**src/rtl/tvs_pkg.sv**
```systemverilog
// Shared widths, tick constants and the per-standard configuration type for
// the composite sync generator. Assumes a line of exactly 320 ticks.
package tvs_pkg;

    localparam int TICK_W = 9;
    localparam int CFG_W  = 11;

    localparam logic [TICK_W-1:0] T_LAST      = 9'd319;
    localparam logic [TICK_W-1:0] T_HALF      = 9'd160;
    localparam logic [TICK_W-1:0] T_HALF_LAST = 9'd159;
    localparam logic [TICK_W-1:0] T_EDGE      = 9'd8;
    localparam logic [TICK_W-1:0] T_EQ_END    = 9'd20;
    localparam logic [TICK_W-1:0] T_BROAD_END = 9'd144;
    localparam logic [TICK_W-1:0] T_HS_END    = 9'd32;
    localparam logic [TICK_W-1:0] T_VD_ON     = 9'd16;

    typedef enum logic [1:0] {
        FAM_625   = 2'd0,
        FAM_NTSC1 = 2'd1,
        FAM_NTSC2 = 2'd2,
        FAM_PALM  = 2'd3
    } tvs_family_e;

    // Half-line boundaries of the vertical interval plus the line blanking width.
    typedef struct packed {
        logic [CFG_W-1:0]  total;
        logic [CFG_W-1:0]  pre_end;
        logic [CFG_W-1:0]  ser_end;
        logic [CFG_W-1:0]  post_end;
        logic [CFG_W-1:0]  vb_end;
        logic [CFG_W-1:0]  vd_end;
        logic [TICK_W-1:0] hb_w;
    } tvs_cfg_t;

    // Sort a standard code into its timing family; the unused code joins 625.
    function automatic tvs_family_e family_of(input logic [2:0] code);
        case (code)
            3'b010:  return FAM_NTSC1;
            3'b110:  return FAM_NTSC2;
            3'b011:  return FAM_PALM;
            default: return FAM_625;
        endcase
    endfunction

endpackage

```
**src/rtl/tvsync_std_decode.sv**
```systemverilog
// Turns the standard code and the progressive-mode input into the raster
// configuration. Purely combinational; assumes the line-count parameters are
// odd and larger than the vertical blanking span in half-lines.
module tvsync_std_decode
    import tvs_pkg::*;
#(
    parameter int LINES_625 = 625,
    parameter int LINES_525 = 525
) (
    input  logic [2:0] std_sel,
    input  logic       noninterlace,
    output tvs_cfg_t   cfg
);

    localparam logic [CFG_W-1:0] L625 = CFG_W'(LINES_625);
    localparam logic [CFG_W-1:0] L525 = CFG_W'(LINES_525);

    tvs_family_e       fam;
    logic [CFG_W-1:0]  base;
    logic [CFG_W-1:0]  eq_len;
    logic [CFG_W-1:0]  br_len;
    logic [CFG_W-1:0]  vb_len;
    logic [CFG_W-1:0]  vd_len;
    logic [TICK_W-1:0] hb_len;

    // Pick per-family section lengths in half-lines and the blanking width.
    always_comb begin
        fam = family_of(std_sel);
        unique case (fam)
            FAM_NTSC1: begin
                base = L525; eq_len = CFG_W'(6); br_len = CFG_W'(6);
                vb_len = CFG_W'(42); vd_len = CFG_W'(12); hb_len = TICK_W'(56);
            end
            FAM_NTSC2: begin
                base = L525; eq_len = CFG_W'(6); br_len = CFG_W'(6);
                vb_len = CFG_W'(38); vd_len = CFG_W'(12); hb_len = TICK_W'(53);
            end
            FAM_PALM: begin
                base = L525; eq_len = CFG_W'(6); br_len = CFG_W'(7);
                vb_len = CFG_W'(50); vd_len = CFG_W'(12); hb_len = TICK_W'(60);
            end
            default: begin
                base = L625; eq_len = CFG_W'(5); br_len = CFG_W'(5);
                vb_len = CFG_W'(50); vd_len = CFG_W'(20); hb_len = TICK_W'(60);
            end
        endcase
    end

    // Derive cumulative boundaries; progressive mode drops one line.
    always_comb begin
        cfg.total    = base - {{(CFG_W-1){1'b0}}, noninterlace};
        cfg.pre_end  = eq_len;
        cfg.ser_end  = eq_len + br_len;
        cfg.post_end = eq_len + br_len + eq_len;
        cfg.vb_end   = vb_len;
        cfg.vd_end   = vd_len;
        cfg.hb_w     = hb_len;
    end

endmodule

```
**src/rtl/tvsync_raster_cnt.sv**
```systemverilog
// Raster position counters: tick within line, frame line number, half-line
// index within the field, and the field flag. A field holds as many
// half-lines as the frame has lines, so with an odd total the second field
// opens mid-line. Advances only when tick_en is high.
module tvsync_raster_cnt
    import tvs_pkg::*;
(
    input  logic              clk,
    input  logic              rst_n,
    input  logic              tick_en,
    input  logic [CFG_W-1:0]  total,
    output logic [TICK_W-1:0] h,
    output logic [CFG_W-1:0]  line,
    output logic [CFG_W-1:0]  half,
    output logic              fid
);

    logic line_end;
    logic half_end;

    assign line_end = (h == T_LAST);
    assign half_end = (h == T_HALF_LAST) || line_end;

    // Tick counter and frame line number.
    always_ff @(posedge clk) begin
        if (!rst_n) begin
            h    <= '0;
            line <= CFG_W'(1);
        end else if (tick_en) begin
            h <= line_end ? '0 : h + TICK_W'(1);
            if (line_end) begin
                line <= (line >= total) ? CFG_W'(1) : line + CFG_W'(1);
            end
        end
    end

    // Half-line index within the field and the field flag.
    always_ff @(posedge clk) begin
        if (!rst_n) begin
            half <= '0;
            fid  <= 1'b0;
        end else if (tick_en && half_end) begin
            if (half >= total - CFG_W'(1)) begin
                half <= '0;
                fid  <= ~fid;
            end else begin
                half <= half + CFG_W'(1);
            end
        end
    end

endmodule

```
**src/rtl/tvsync_pulse_gen.sv**
```systemverilog
// Decodes the raster position into sync, blanking, drive and strobes and
// registers them on each tick. Assumes the vertical-interval boundaries are
// ordered and lie inside one field.
module tvsync_pulse_gen
    import tvs_pkg::*;
(
    input  logic              clk,
    input  logic              rst_n,
    input  logic              tick_en,
    input  logic [CFG_W-1:0]  pre_end,
    input  logic [CFG_W-1:0]  ser_end,
    input  logic [CFG_W-1:0]  post_end,
    input  logic [CFG_W-1:0]  vb_end,
    input  logic [CFG_W-1:0]  vd_end,
    input  logic [TICK_W-1:0] hb_w,
    input  logic [TICK_W-1:0] h,
    input  logic [CFG_W-1:0]  line,
    input  logic [CFG_W-1:0]  half,
    input  logic              fid,
    output logic              csync,
    output logic              cblank,
    output logic              vdrive,
    output logic              line_start,
    output logic              field_start,
    output logic              field_odd,
    output logic [CFG_W-1:0]  line_num
);

    logic              second;
    logic [TICK_W-1:0] q;
    logic              in_eq;
    logic              in_broad;
    logic              cs_d;
    logic              cb_d;
    logic              vd_d;

    // Position within the current half-line.
    always_comb begin
        second = (h >= T_HALF);
        q      = second ? h - T_HALF : h;
    end

    // Select the pulse shape of the current half-line.
    always_comb begin
        in_eq    = (half < pre_end) || ((half >= ser_end) && (half < post_end));
        in_broad = (half >= pre_end) && (half < ser_end);
        if (in_eq) begin
            cs_d = (q >= T_EDGE) && (q < T_EQ_END);
        end else if (in_broad) begin
            cs_d = (q >= T_EDGE) && (q < T_BROAD_END);
        end else begin
            cs_d = !second && (h >= T_EDGE) && (h < T_HS_END);
        end
    end

    // Line blanking, vertical blanking and its tail, and vertical drive.
    always_comb begin
        cb_d = (h < hb_w) || (half < vb_end) || ((half == vb_end) && (q < hb_w));
        if (half == '0) begin
            vd_d = (q >= T_VD_ON);
        end else begin
            vd_d = (half < vd_end) || ((half == vd_end) && (q < T_VD_ON));
        end
    end

    // Output register, loaded once per tick.
    always_ff @(posedge clk) begin
        if (!rst_n) begin
            csync       <= 1'b0;
            cblank      <= 1'b0;
            vdrive      <= 1'b0;
            line_start  <= 1'b0;
            field_start <= 1'b0;
            field_odd   <= 1'b0;
            line_num    <= CFG_W'(1);
        end else if (tick_en) begin
            csync       <= cs_d;
            cblank      <= cb_d;
            vdrive      <= vd_d;
            line_start  <= (h == '0);
            field_start <= (half == '0) && (q == '0);
            field_odd   <= fid;
            line_num    <= line;
        end
    end

endmodule

```
**src/rtl/tvsync_gen.sv**
```systemverilog
// Top of the multi-standard composite sync generator. Connects the standard
// decoder, the raster counters and the registered pulse decoder. Assumes a
// tick enable with 320 ticks per line and odd line-count parameters.
module tvsync_gen
    import tvs_pkg::*;
#(
    parameter int LINES_625 = 625,
    parameter int LINES_525 = 525
) (
    input  logic             clk,
    input  logic             rst_n,
    input  logic             tick_en,
    input  logic [2:0]       std_sel,
    input  logic             noninterlace,
    output logic             csync,
    output logic             cblank,
    output logic             vdrive,
    output logic             line_start,
    output logic             field_start,
    output logic             field_odd,
    output logic [CFG_W-1:0] line_num
);

    tvs_cfg_t          cfg;
    logic [TICK_W-1:0] h;
    logic [CFG_W-1:0]  line;
    logic [CFG_W-1:0]  half;
    logic              fid;

    tvsync_std_decode #(
        .LINES_625 (LINES_625),
        .LINES_525 (LINES_525)
    ) u_decode (
        .std_sel      (std_sel),
        .noninterlace (noninterlace),
        .cfg          (cfg)
    );

    tvsync_raster_cnt u_cnt (
        .clk     (clk),
        .rst_n   (rst_n),
        .tick_en (tick_en),
        .total   (cfg.total),
        .h       (h),
        .line    (line),
        .half    (half),
        .fid     (fid)
    );

    tvsync_pulse_gen u_pulse (
        .clk         (clk),
        .rst_n       (rst_n),
        .tick_en     (tick_en),
        .pre_end     (cfg.pre_end),
        .ser_end     (cfg.ser_end),
        .post_end    (cfg.post_end),
        .vb_end      (cfg.vb_end),
        .vd_end      (cfg.vd_end),
        .hb_w        (cfg.hb_w),
        .h           (h),
        .line        (line),
        .half        (half),
        .fid         (fid),
        .csync       (csync),
        .cblank      (cblank),
        .vdrive      (vdrive),
        .line_start  (line_start),
        .field_start (field_start),
        .field_odd   (field_odd),
        .line_num    (line_num)
    );

endmodule

```
**config.mk**
```make
export PLATFORM = sky130hd
export DESIGN_NAME = tvsync_gen
export DESIGN_NICKNAME = d
export VERILOG_FILES = /design/src/rtl/tvs_pkg.sv /design/src/rtl/tvsync_std_decode.sv /design/src/rtl/tvsync_raster_cnt.sv /design/src/rtl/tvsync_pulse_gen.sv /design/src/rtl/tvsync_gen.sv
export SDC_FILE = /design/constraint.sdc
export NUM_CORES = 1
export LEC_CHECK = 0
export BUFFER_PORTS_ARGS = -buffer_cell sky130_fd_sc_hd__buf_2
export CAP_MARGIN = 20
export CORE_AREA = 2 2 150 152
export DETAILED_ROUTE_END_ITERATION = 8
export DIE_AREA = 0 0 152 154
export PLACE_DENSITY = 0.5
export SLEW_MARGIN = 40
export SYNTH_ARGS = -nofsm -noshare
export SYNTH_HDL_FRONTEND = slang
export SYNTH_HIERARCHICAL = 1
export SYNTH_SLANG_ARGS = --single-unit
export TNS_END_PERCENT = 5
```
**constraint.sdc**
```tcl
create_clock -name clk -period 4.1 [get_ports clk]
set_input_delay 0.205 -clock clk [delete_from_list [all_inputs] [get_ports clk]]
set_output_delay 0.205 -clock clk [all_outputs]
set_load 0.05 [all_outputs]
```
======== After elaboration in Yosys (flattened, before gate mapping) ========
Cells that the tools add are included.
storage, ports and cells
  register bits ........................... 49
  bits in latches ......................... 0
  memory bits (writable) .................. 0
  memory bits (read-only) ................. 0
  bits of input ports ..................... 7
  output and inout bits ................... 17
  word-level logic and storage cells ...... 86
  memories kept ........................... 0
cells by class
  add/sub/neg operators ................... 8
  multipliers ............................. 0
  divide/modulo/power cells ............... 0
  $lt $le $gt $ge ......................... 19
  eq/ne operators ......................... 10
  shift operators ......................... 0
  mux-type cells .......................... 14
  bitwise gates (word level) .............. 1
  reductions and logical operators ........ 23
operators with widths
  operator                                                           count
  adder 11 x 1 -> 11 bit, second input constant                      2
  greater-or-equal comparator 11 bit                                 2
  two-way mux 11 bit                                                 2
  greater-or-equal comparator 9 x 4 -> 1 bit, second input constant  2
  zero test 9 bit                                                    2
  less-than comparator 9 x 5 -> 1 bit, second input constant         2
  less-than comparator 9 x 6 -> 1 bit                                2
  two-way mux 9 bit                                                  2
  adder 11 x 3 -> 11 bit                                             1
  equality test 11 x 5 -> 1 bit                                      1
  equality test 11 x 6 -> 1 bit                                      1
  greater-or-equal comparator 11 x 3 -> 1 bit                        1
  greater-or-equal comparator 11 x 4 -> 1 bit                        1
  zero test 11 bit                                                   1
  less-than comparator 11 bit                                        1
  less-than comparator 11 x 3 -> 1 bit                               1
  less-than comparator 11 x 4 -> 1 bit                               1
  less-than comparator 11 x 5 -> 1 bit                               1
  less-than comparator 11 x 6 -> 1 bit                               1
  subtractor 10 x 1 -> 11 bit                                        1
  subtractor 11 x 1 -> 11 bit, second input constant                 1
  logical AND 1 bit                                                  10
  one-hot mux 5 bit (2 select lines)                                 1
  adder 9 x 1 -> 9 bit, second input constant                        1
  other kinds (25)                                                   34

======== Depth between registers and ports, before layout ========
Gate-level depths: netlist (run 1).
  word-level depth ........................ 11
  mapped depth ............................ 16

======== By module ========
The synthesis (run 1) kept the hierarchy.
modules (own cells, without submodules)
  module             instances  cells each  area an instance (um^2)
  tvsync_pulse_gen   1          321         2,542.4
  tvsync_raster_cnt  1          258         2,160.8
  tvsync_std_decode  1          86          650.6

======== Worst setup path before layout (run 1) ========
No wires, ideal clock.
  path type ............................... input port to flip-flop
  start point ............................. input port std_sel[0]
  end point ............................... register u_cnt.half[2]
  setup time .............................. 87 ps
  arrival ................................. 3,303 ps
  required time ........................... 4,013 ps
  path slack .............................. 710 ps
  cell stages on the path ................. 16
  buffers on the path ..................... 1
  path through ............................ xor2_1 nand2_1 ha_1 inv_1 buf_4 nor4_1 nand2_1 nor2_1 xnor2_1 ha_1 and3_1 a221oi_1 o211ai_1 a21boi_0 nand2_1 o31ai_1
RTL lines
  element               RTL line                 source
  start, declared       tvsync_gen.sv:13         input logic [2:0] std_sel,
  end signal, assigned  tvsync_raster_cnt.sv:47  half <= half + CFG_W'(1);
  end, declared         tvsync_raster_cnt.sv:14  output logic [CFG_W-1:0] half,

======== Worst setup path after layout (run 1) ========
  start point ............................. input port std_sel[0]
  end point ............................... register u_cnt.half[2]
between the ends
  word-level cells in the longest chain between the ends .. 9
  elaborated cells on any way between the ends .. 13
ends and longest elaborated chain
  element                                                                     RTL line                 source
  equality test 3 x 2 -> 1 bit / equality test 3 bit (equally long branches)  tvs_pkg.sv:37            case (code)
  one-hot mux 2 bit (3 select lines) (*)                                      tvs_pkg.sv:37
  equality test 2 bit / equality test 2 x 1 -> 1 bit (equally long branches)  tvsync_std_decode.sv:29  unique case (fam)
  OR reduction 3 bit (no line) (*)                                            -
  two-way mux 7 bit (*)                                                       tvsync_std_decode.sv:29
  subtractor 10 x 1 -> 11 bit (*)                                             tvsync_std_decode.sv:51  cfg.total = base - {{(CFG_W-1){1'b0}}, noninterlace};
  subtractor 11 x 1 -> 11 bit (*)                                             tvsync_raster_cnt.sv:43  if (half >= total - CFG_W'(1)) begin
  greater-or-equal comparator 11 bit (*)                                      tvsync_raster_cnt.sv:43
  two-way mux 11 bit (*)                                                      tvsync_raster_cnt.sv:43
Every way passes the cells marked *; elsewhere a longest branch is shown, timed or not.
A chain may end at the register's enable or synchronous reset.

==> results of run 1 <==
-- registers in the layout (all words and copies together), names as in the netlist, 9 cells and up --
signal / flops
u_cnt/h: 9
u_cnt/half: 11
u_cnt/line: 11
u_pulse/line_num: 11
-- worst register-to-register path, delay by kind of cell, from the launching register on --
kind,cells,cell delay (ns)
fa+ha+maj,4,1.08
compound gates,4,0.65
flops,1,0.54
simple gates,2,0.21
buf+inv,1,0.15
xor+xnor,1,0.15
-- stage by stage --
| step | instance area [um2] | hold WS, ns | util [%] | setup slack (ns) |
|---|---|---|---|---|
| final | 5680 | 0.358 | 26.2 | 0.915 |
| after global routing | 5680 | 0.439 | 26.2 | 0.506 |
| after CTS | 5680 | 0.369 | 26.2 | 0.954 |
| after detailed placement | 5520 | 0.455 | 25.5 | 0.632 |
| after global placement | 5520 | 0.457 | 25.5 | 0.654 |
| after floorplan | 5540 | 0.379 | - | 0.710 |
-- cells in the mapped netlist (all sizes together) (9+ instances only) --
master,number,area share (%)
and3,14,1.6
xnor2,17,2.8
mux2i,15,2.8
nand4,14,1.8
dfxtp,49,18
o211ai,9,1.3
nor2,39,2.7
nor2b,21,2.6
xor2,13,2.1
a21o,10,1.4
inv,85,6.0
a21oi,18,1.7
nor3,11,1.1
nand2b,13,1.7
nand2,36,2.5
o21ai,22,2.1
ha,97,23
nand3,22,2.1
buf,65,9.0
-- worst min-delay path by stage --
stage | startpoint | end | slack, ns | cells after the start
after floorplan | tick_en | u_cnt/h[0]$_SDFFE_PN0P_ | 0.38 | 2
after global placement | u_pulse/line_num[0]$_SDFFE_PN1P_ | u_pulse/line_num[0]$_SDFFE_PN1P_ | 0.46 | 2
after detailed placement | u_pulse/line_num[0]$_SDFFE_PN1P_ | u_pulse/line_num[0]$_SDFFE_PN1P_ | 0.46 | 2
after CTS | rst_n | u_pulse/line_num[0]$_SDFFE_PN1P_ | 0.37 | 2
after global routing | rst_n | u_pulse/line_num[0]$_SDFFE_PN1P_ | 0.44 | 2
final | rst_n | u_pulse/line_num[0]$_SDFFE_PN1P_ | 0.36 | 2
-- cells by family (layout without fill, tap and decap cells) --
kind of cell	count (synthesis)	count (layout)	synth area share, %
AO/OA/AOI/OAI	114	114	15.0
XOR/XNOR	30	30	4.91
adder cells (fa/ha/maj)	99	99	23.1
buffers and inverters	155	118	15.4
flip-flops	49	49	18.3
multiplexers	17	17	3.29
other	2	51	0.140
AND/OR/NAND/NOR	199	199	19.9
-- metal layers --
| layer | wire [um] | vias to the layer above |
|---|---|---|
| li1 | - | 2225 |
| met1 | 5860 | 1829 |
| met2 | 5010 | 37 |
| met3 | 271 | 9 |
| met4 | 152 | 0 |
| met5 | 0 | - |
-- power groups by stage --
| stage | registers, uW | clock network, uW | logic (uW) |
|---|---|---|---|
| 3_5_place_dp | 501 | 0 | 196 |
| 4_1_cts | 491 | 493 | 198 |
| 5_1_grt | 492 | 515 | 232 |
| 3_3_place_gp | 502 | 0 | 197 |
| 2_1_floorplan | 512 | 0 | 192 |
| 6_report | 491 | 475 | 198 |
-- area by class of cell --
| type | count | area (um2) |
|---|---|---|
| clock buffer | 5 | 125 |
| clock inverter | 2 | 35.0 |
| fill | 2344 | 16000 |
| inverter | 85 | 319 |
| multi-input combinational | 510 | 3730 |
| sequential | 49 | 981 |
| tap | 280 | 350 |
| timing repair buffer | 26 | 138 |
-- cell usage in the layout (no fill, tap or decap), drive strengths merged, types with 5 or more instances in the layout --
cell type and n:
a21oi 18, nand2b 13, nand2 36, conb 51
buf 26, o21ai 22, a211oi 7, o211ai 9
nand3 22, clkbuf 5, ha 97, inv 85
a31oi 8, nor3 11, mux2i 15, and2 8
nor2 39, and3 14, xnor2 17, nor4 5
nor2b 21, o21a 8, a21o 10, nand4 14
xor2 13, dfxtp 49
==> results.txt, run 1 <==
The die covers 23,400 um2. The post-synthesis instance total came out at 665. Data arrives at the worst endpoint at 3.40 ns. The tools report the instance count after placement with tap cells included as 950. The average size of a mapped cell was 8.05 um2. Across every metal layer, demand over resource in global routing totals 10.2%. For the pin with the worst max-slew slack, the measured transition is 0.700 ns. Once the floorplan was initialized, standard cells occupied 24.7% of the core. The half-perimeter wire length after placement was 8600 um.

Synthesis inferred 49 register bits. The final layout contains routed wiring with a total length of 11,300 um. 0 antenna diodes ended up in the layout. The cell family contributing the most delay on the critical path was simple AND/OR/NAND/NOR gates. The die is 154 um tall.

The flow ran to the end, and the final reports show no timing, DRC or antenna violations. The fraction of final layout cells with drive strength greater than 1 was 7.39%; the number of hold-repair buffers added at the cts stage was 0. Once detail routing completed, the nets flagged for antenna violations numbered 0. The core outline area is 21,700 um2, and the total negative slack for setup checks is 0 ns. For the post-synthesis sequential area ratio, the log shows 18.3%. Element type at the critical path end: a flop. The peak ir drop on the vdd network is 0.170 mV, and the cell count along the critical path is 17.

For this run, global-route usage on met1 was measured as 13.9%. Minimum clock period after layout: 3.19 ns. Switching portion of total power: 27.5%.

The critical path goes through buf_2, xor2_1, nand2_1, ha_1, inv_1, nor4_1, nand2_1, nor2_1, xnor2_1, ha_1, and3_1, a221oi_1, o211ai_1, a21boi_0, buf_4, nand2_1, o31ai_1. The number of standard cells in the final layout excluding fillers is 957. Master of the slowest instance on the critical path: nor4_1. Via count of the first global-routing pass: 3,871. The violation count after the first detailed-route iteration was 167; the clock transition at the register clock pins on the worst setup and hold paths after CTS was 0.07 ns. Worst max-slew margin expressed relative to the limit: 53.3%. The global-route wire length before repair came out at 19,600 um. For this run, the detailed router's first-pass iteration total came to 4. The capturing element of the worst setup path is u_cnt/half[2]$_SDFFE_PN0P_. The clock passes through at most 2 buffers. The path type of the worst min-delay path was in2reg. The logs give 0 for the max-cap violation count and 0 for the count of pins over their slew limit. met2 is the most crowded layer. In the global route stage, met3 resource usage came out at 2.09%. The run gives 42.2% as the part of the power in registers. The final critical path takes up 77.7% of the cycle. Number of input and output port buffers inserted: 23. For this design the total switching power over the nets is 319 uW. For this run, asynchronously set or reset flops after synthesis account for 0%. The setup clock skew after layout was 0.00738 ns. The synthesized netlist occupies a cell area of 5350 um2. The top flip-flop cell by instance count after synthesis is dfxtp_1. The internal reg-to-reg setup slack is 1.21 ns.

The logs give 0 for the final setup violation count and 0.00268 uW for the cell leakage power. STA classifies the critical path startpoint as an input port. The combined buffer and inverter count along the critical path came out at 3. The cell that appears most often on the critical path is nand2_1.

In this run, distinct cell masters in the synthesized netlist total 64. The fmax was 314 MHz. Of the total power, the clock network draws 40.8%. The power share of the combinational group is 17.0%, and the power density over cell area is 205 nW/um2. The total internal power is 844 uW, and the count of pins on the block boundary is 24.

Dividing the detail-routed wire length by the instance count gives 11.8 um. The synthesis-to-finish area growth is 6.15%. Initial antenna violation count: 0.

TritonCTS built the clock tree. In this run the clock root is driven by a clkbuf_16. Class of the most critical setup path: in2reg. The H-tree was split into 2 levels. Overall power consumption after layout is estimated at 1160 uW. The largest fanout on the critical path came out at 11.

Once the clock tree was built, the resizer swapped 0 gates to a different size. In this run, CTS created clock tree buffers numbering 5. On the worst path, the slowest cell contributes a delay of 0.53 ns. The total number of vias is 4,100, and the worst reg-to-reg path cell count is 12.

Remaining global-route overflow: 0. The run gives 781 as the number of nets in the final layout. The endpoint of the worst register-to-register path was u_pulse/cblank$_SDFFE_PN0P_.

The maximum number of pins on one net before global-route repair is 36, and the number of flops mapped to enable cells by yosys is 0. The most critical setup path has its startpoint at std_sel[0]. For the final weighted congestion in routability-driven placement, the log shows 0.762. Using the TritonRoute via totals, the vias-per-cell ratio works out to 4.28. The critical register-to-register path startpoint is u_cnt/h[5]$_SDFFE_PN0P_. The die is 152 um wide. Clock latency on the worst-skew pair, taken at its later pin, is 0.31 ns. Global routing consumed, on the met2 layer, 16.5% of the routing resources.

Required time of the critical path: 4.32 ns. The number of hold-slack violations in the final timing report is 0, and the clock sink count is 49. Setup repair after global routing left no endpoint under its margin. For the number of buffers inserted by post-CTS setup repair, the log shows 0.

The number of warnings reported in the yosys synthesis log came out at 6. The floorplan has 54 rows. After detailed routing, the number of remaining DRC violations is 0.
Power figures use the tool's default switching activity.
==> run 2: changes to the inputs <==
==> constraint.sdc (replaced) <==
create_clock -name clk -period 3.22 [get_ports clk]
set_input_delay 0.161 -clock clk [delete_from_list [all_inputs] [get_ports clk]]
set_output_delay 0.161 -clock clk [all_outputs]
set_load 0.05 [all_outputs]
==> results.txt, run 2 (synthesis gave the netlist of run 1 again) <==
For the final weighted congestion in routability-driven placement, the log shows 0.743. The number of antenna diodes in the final layout is 0. In this run the register-to-register setup slack is 0.37 ns. The largest fanout on the critical path was 8.

The library cells used most frequently in the layout, excluding fill and tap cells, are ha_1, inv_1, conb_1, dfxtp_1, nor2_1. For the final routed database, the setup TNS stands at 0 ns. For this block, the initial DRC count from the detailed router was 109. The final worst slack was 0.369 ns; the final-layout fill cell count was 2,405. The startpoint identified for the worst hold timing path is rst_n. The sort of element at the start of the critical path was a flop.

The tools report the cell leakage power as 0.00276 uW. The critical register-to-register path startpoint was u_cnt/h[5]$_SDFFE_PN0P_. Relative to the synthesized area, the layout overhead comes to 8.32%. Summing internal, switching and leakage power gives 1460 uW. For this run, the slowest stage of the critical path takes 0.51 ns. For the number of standard cells in the final layout excluding fillers, the log shows 974. Most common cell after layout, fill and taps aside: ha_1. TritonCTS created 5 clock buffers. The clock tree synthesis step divided the H-tree into 2 levels. The fraction of final layout cells with drive strength greater than 1 was 9.65%; the initial standard-cell utilization of the core was 24.7%. Global routing used 10.4% of the available tracks across all layers. The initial antenna violation count came out at 0. The number of cells on the worst reg-to-reg path is 12.

The floorplan step set the die width to 152 um. Path type of the worst min-delay path: in2reg. The clock sink count was 49.

Summing all multi-input logic gate instances after layout gives 3730 um2. The via count of the first global-routing pass is 4,072. In this run the critical register-to-register path is captured at u_pulse/cblank$_SDFFE_PN0P_. The run gives 966 as the instance count after placement with tap cells included. Measured against its own limit, the worst slew margin works out to 55.9%.

The part of the cycle the worst path needs is 88.5%. Class of the most critical setup path: reg2reg. The number of hold-slack violations in the final timing report is 0. The tree is rooted in a clkbuf_16.

Using the TritonRoute via totals, the vias-per-cell ratio works out to 4.30. The tools report the maximum number of pins on one net before global-route repair as 36. VDD sags by at most 0.167 mV.

Walking the worst path, the cells encountered are inv_1, ha_1, nor2b_1, a311o_1, xnor2_1, ha_1, nand3_1, o2111a_1, maj3_2, maj3_2, o211ai_1, a31oi_1. Required time of the critical path: 3.41 ns. The worst setup timing slack at the placement stage is 0.0869 ns, and the total number of vias is 4,185. After detailed routing, the total wire length is 11,900 um. The worst setup path is captured at a flop. Gates resized during post-CTS repair numbered 0. Setup repair after global routing left no endpoint under its margin. Setup violations remaining at the end of the flow were counted as 0.

For the number of hold-repair buffers added at the cts stage, the log shows 0. The run finished with clean final reports. The remaining global-route overflow is 0, and the number of input and output port buffers inserted is 23. The routed design could run at a clock period as short as 2.85 ns. The run gives 24 as the count of pins on the block boundary. The die covers 23,400 um2.

Max-cap violations in this run came to 0. The number of nets with antenna violations after routing was 0. Clock-pin slew was measured on the worst setup and hold paths at 0.07 ns. For the final database, setup skew stands at 0.00445 ns. In the final layout, the registers with the most flip-flops are u_cnt/half x11, u_cnt/line x11, u_pulse/line_num x11. The first global-routing pass estimated 19,900 um of wire.

After clock tree synthesis, the setup repair step added 0 buffers. The wire-length estimate of the detail-placed layout is 9300 um. At the pin with the least slew margin, the transition time is 0.662 ns. Count of unresolved DRC violations after routing: 0. In this run the deepest clock path goes through 2 buffers. Across the whole layout, storage elements account for 981 um2. The tools report the core outline area as 21,700 um2.

The fmax is 351 MHz. Power density over cell area: 252 nW/um2. Dividing the detail-routed wire length by the instance count gives 12.2 um.

The count of pins over their slew limit is 0. For hold timing, the worst endpoint is u_pulse/line_num[0]$_SDFFE_PN1P_. At the end of the flow the core is filled with cells to 26.7%. Master of the slowest instance on the critical path: dfxtp_1. Data arrives at the worst endpoint at 3.04 ns.

Along the worst hold path, the cell count comes to 2. TritonCTS built the clock tree. For the worst-skew pair, the clock arrives at the later sink with an insertion delay of 0.30 ns. In this run the core area contains 54 standard-cell rows. Measured along the y axis, the die boundary spans 154 um. First-pass detailed-route iteration total: 4.

Number of nets in the final layout: 797.
[run 2: worst max-delay path by stage]
stage | from | to | slack [ns] | cells after the start
4_1_cts | u_cnt/h[5]$_SDFFE_PN0P_ | u_pulse/cblank$_SDFFE_PN0P_ | 0.33 | 12
6_report | u_cnt/h[5]$_SDFFE_PN0P_ | u_pulse/cblank$_SDFFE_PN0P_ | 0.37 | 12
2_1_floorplan | std_sel[0] | u_cnt/half[2]$_SDFFE_PN0P_ | 0.007 | 16
3_5_place_dp | std_sel[0] | u_cnt/half[2]$_SDFFE_PN0P_ | 0.09 | 17
5_1_grt | std_sel[0] | u_cnt/half[2]$_SDFFE_PN0P_ | 0.15 | 18
3_3_place_gp | std_sel[0] | u_cnt/half[2]$_SDFFE_PN0P_ | 0.07 | 17
[run 2: stage by stage]
stage | instance area [um2] | hold WS, ns
finish | 5800 | 0.354
global route | 5800 | 0.405
CTS | 5800 | 0.343
detailed placement | 5640 | 0.464
global placement | 5640 | 0.460
floorplan | 5540 | 0.335
[run 2: critical path: cells and delay by family, from the launching register on]
family,cells,cell delay (ns)
AO/OA/AOI/OAI,4,0.65
XOR/XNOR,1,0.15
buffers and inverters,1,0.14
adder cells (fa/ha/maj),4,1.09
AND/OR/NAND/NOR,2,0.20
flip-flops,1,0.51
[run 2: layout make-up]
class / count / area share [%]
multi-input cells: 510 / 64.4
inverters: 85 / 5.50
well taps: 280 / 6.04
clock buffers: 6 / 2.39
repair buffers: 42 / 4.44
clock inverters: 2 / 0.302
flip-flops and latches: 49 / 16.9
[run 2: metal layers]
layer / part of all wire, % / vias up / GRT usage (%)
met5: 0 / - / 0
met4: 0.56 / 0 / 2.14
met3: 2.6 / 6 / 2.09
met2: 47 / 34 / 18.4
met1: 50 / 1887 / 13.1
li1: - / 2258 / -
[run 2: where the power goes]
| part | internal [uW] | leakage (uW) | switching, uW |
|---|---|---|---|
| combinational | 105 | 0.00229 | 158 |
| clock | 314 | 0.0000775 | 257 |
| sequential | 615 | 0.000396 | 9.71 |
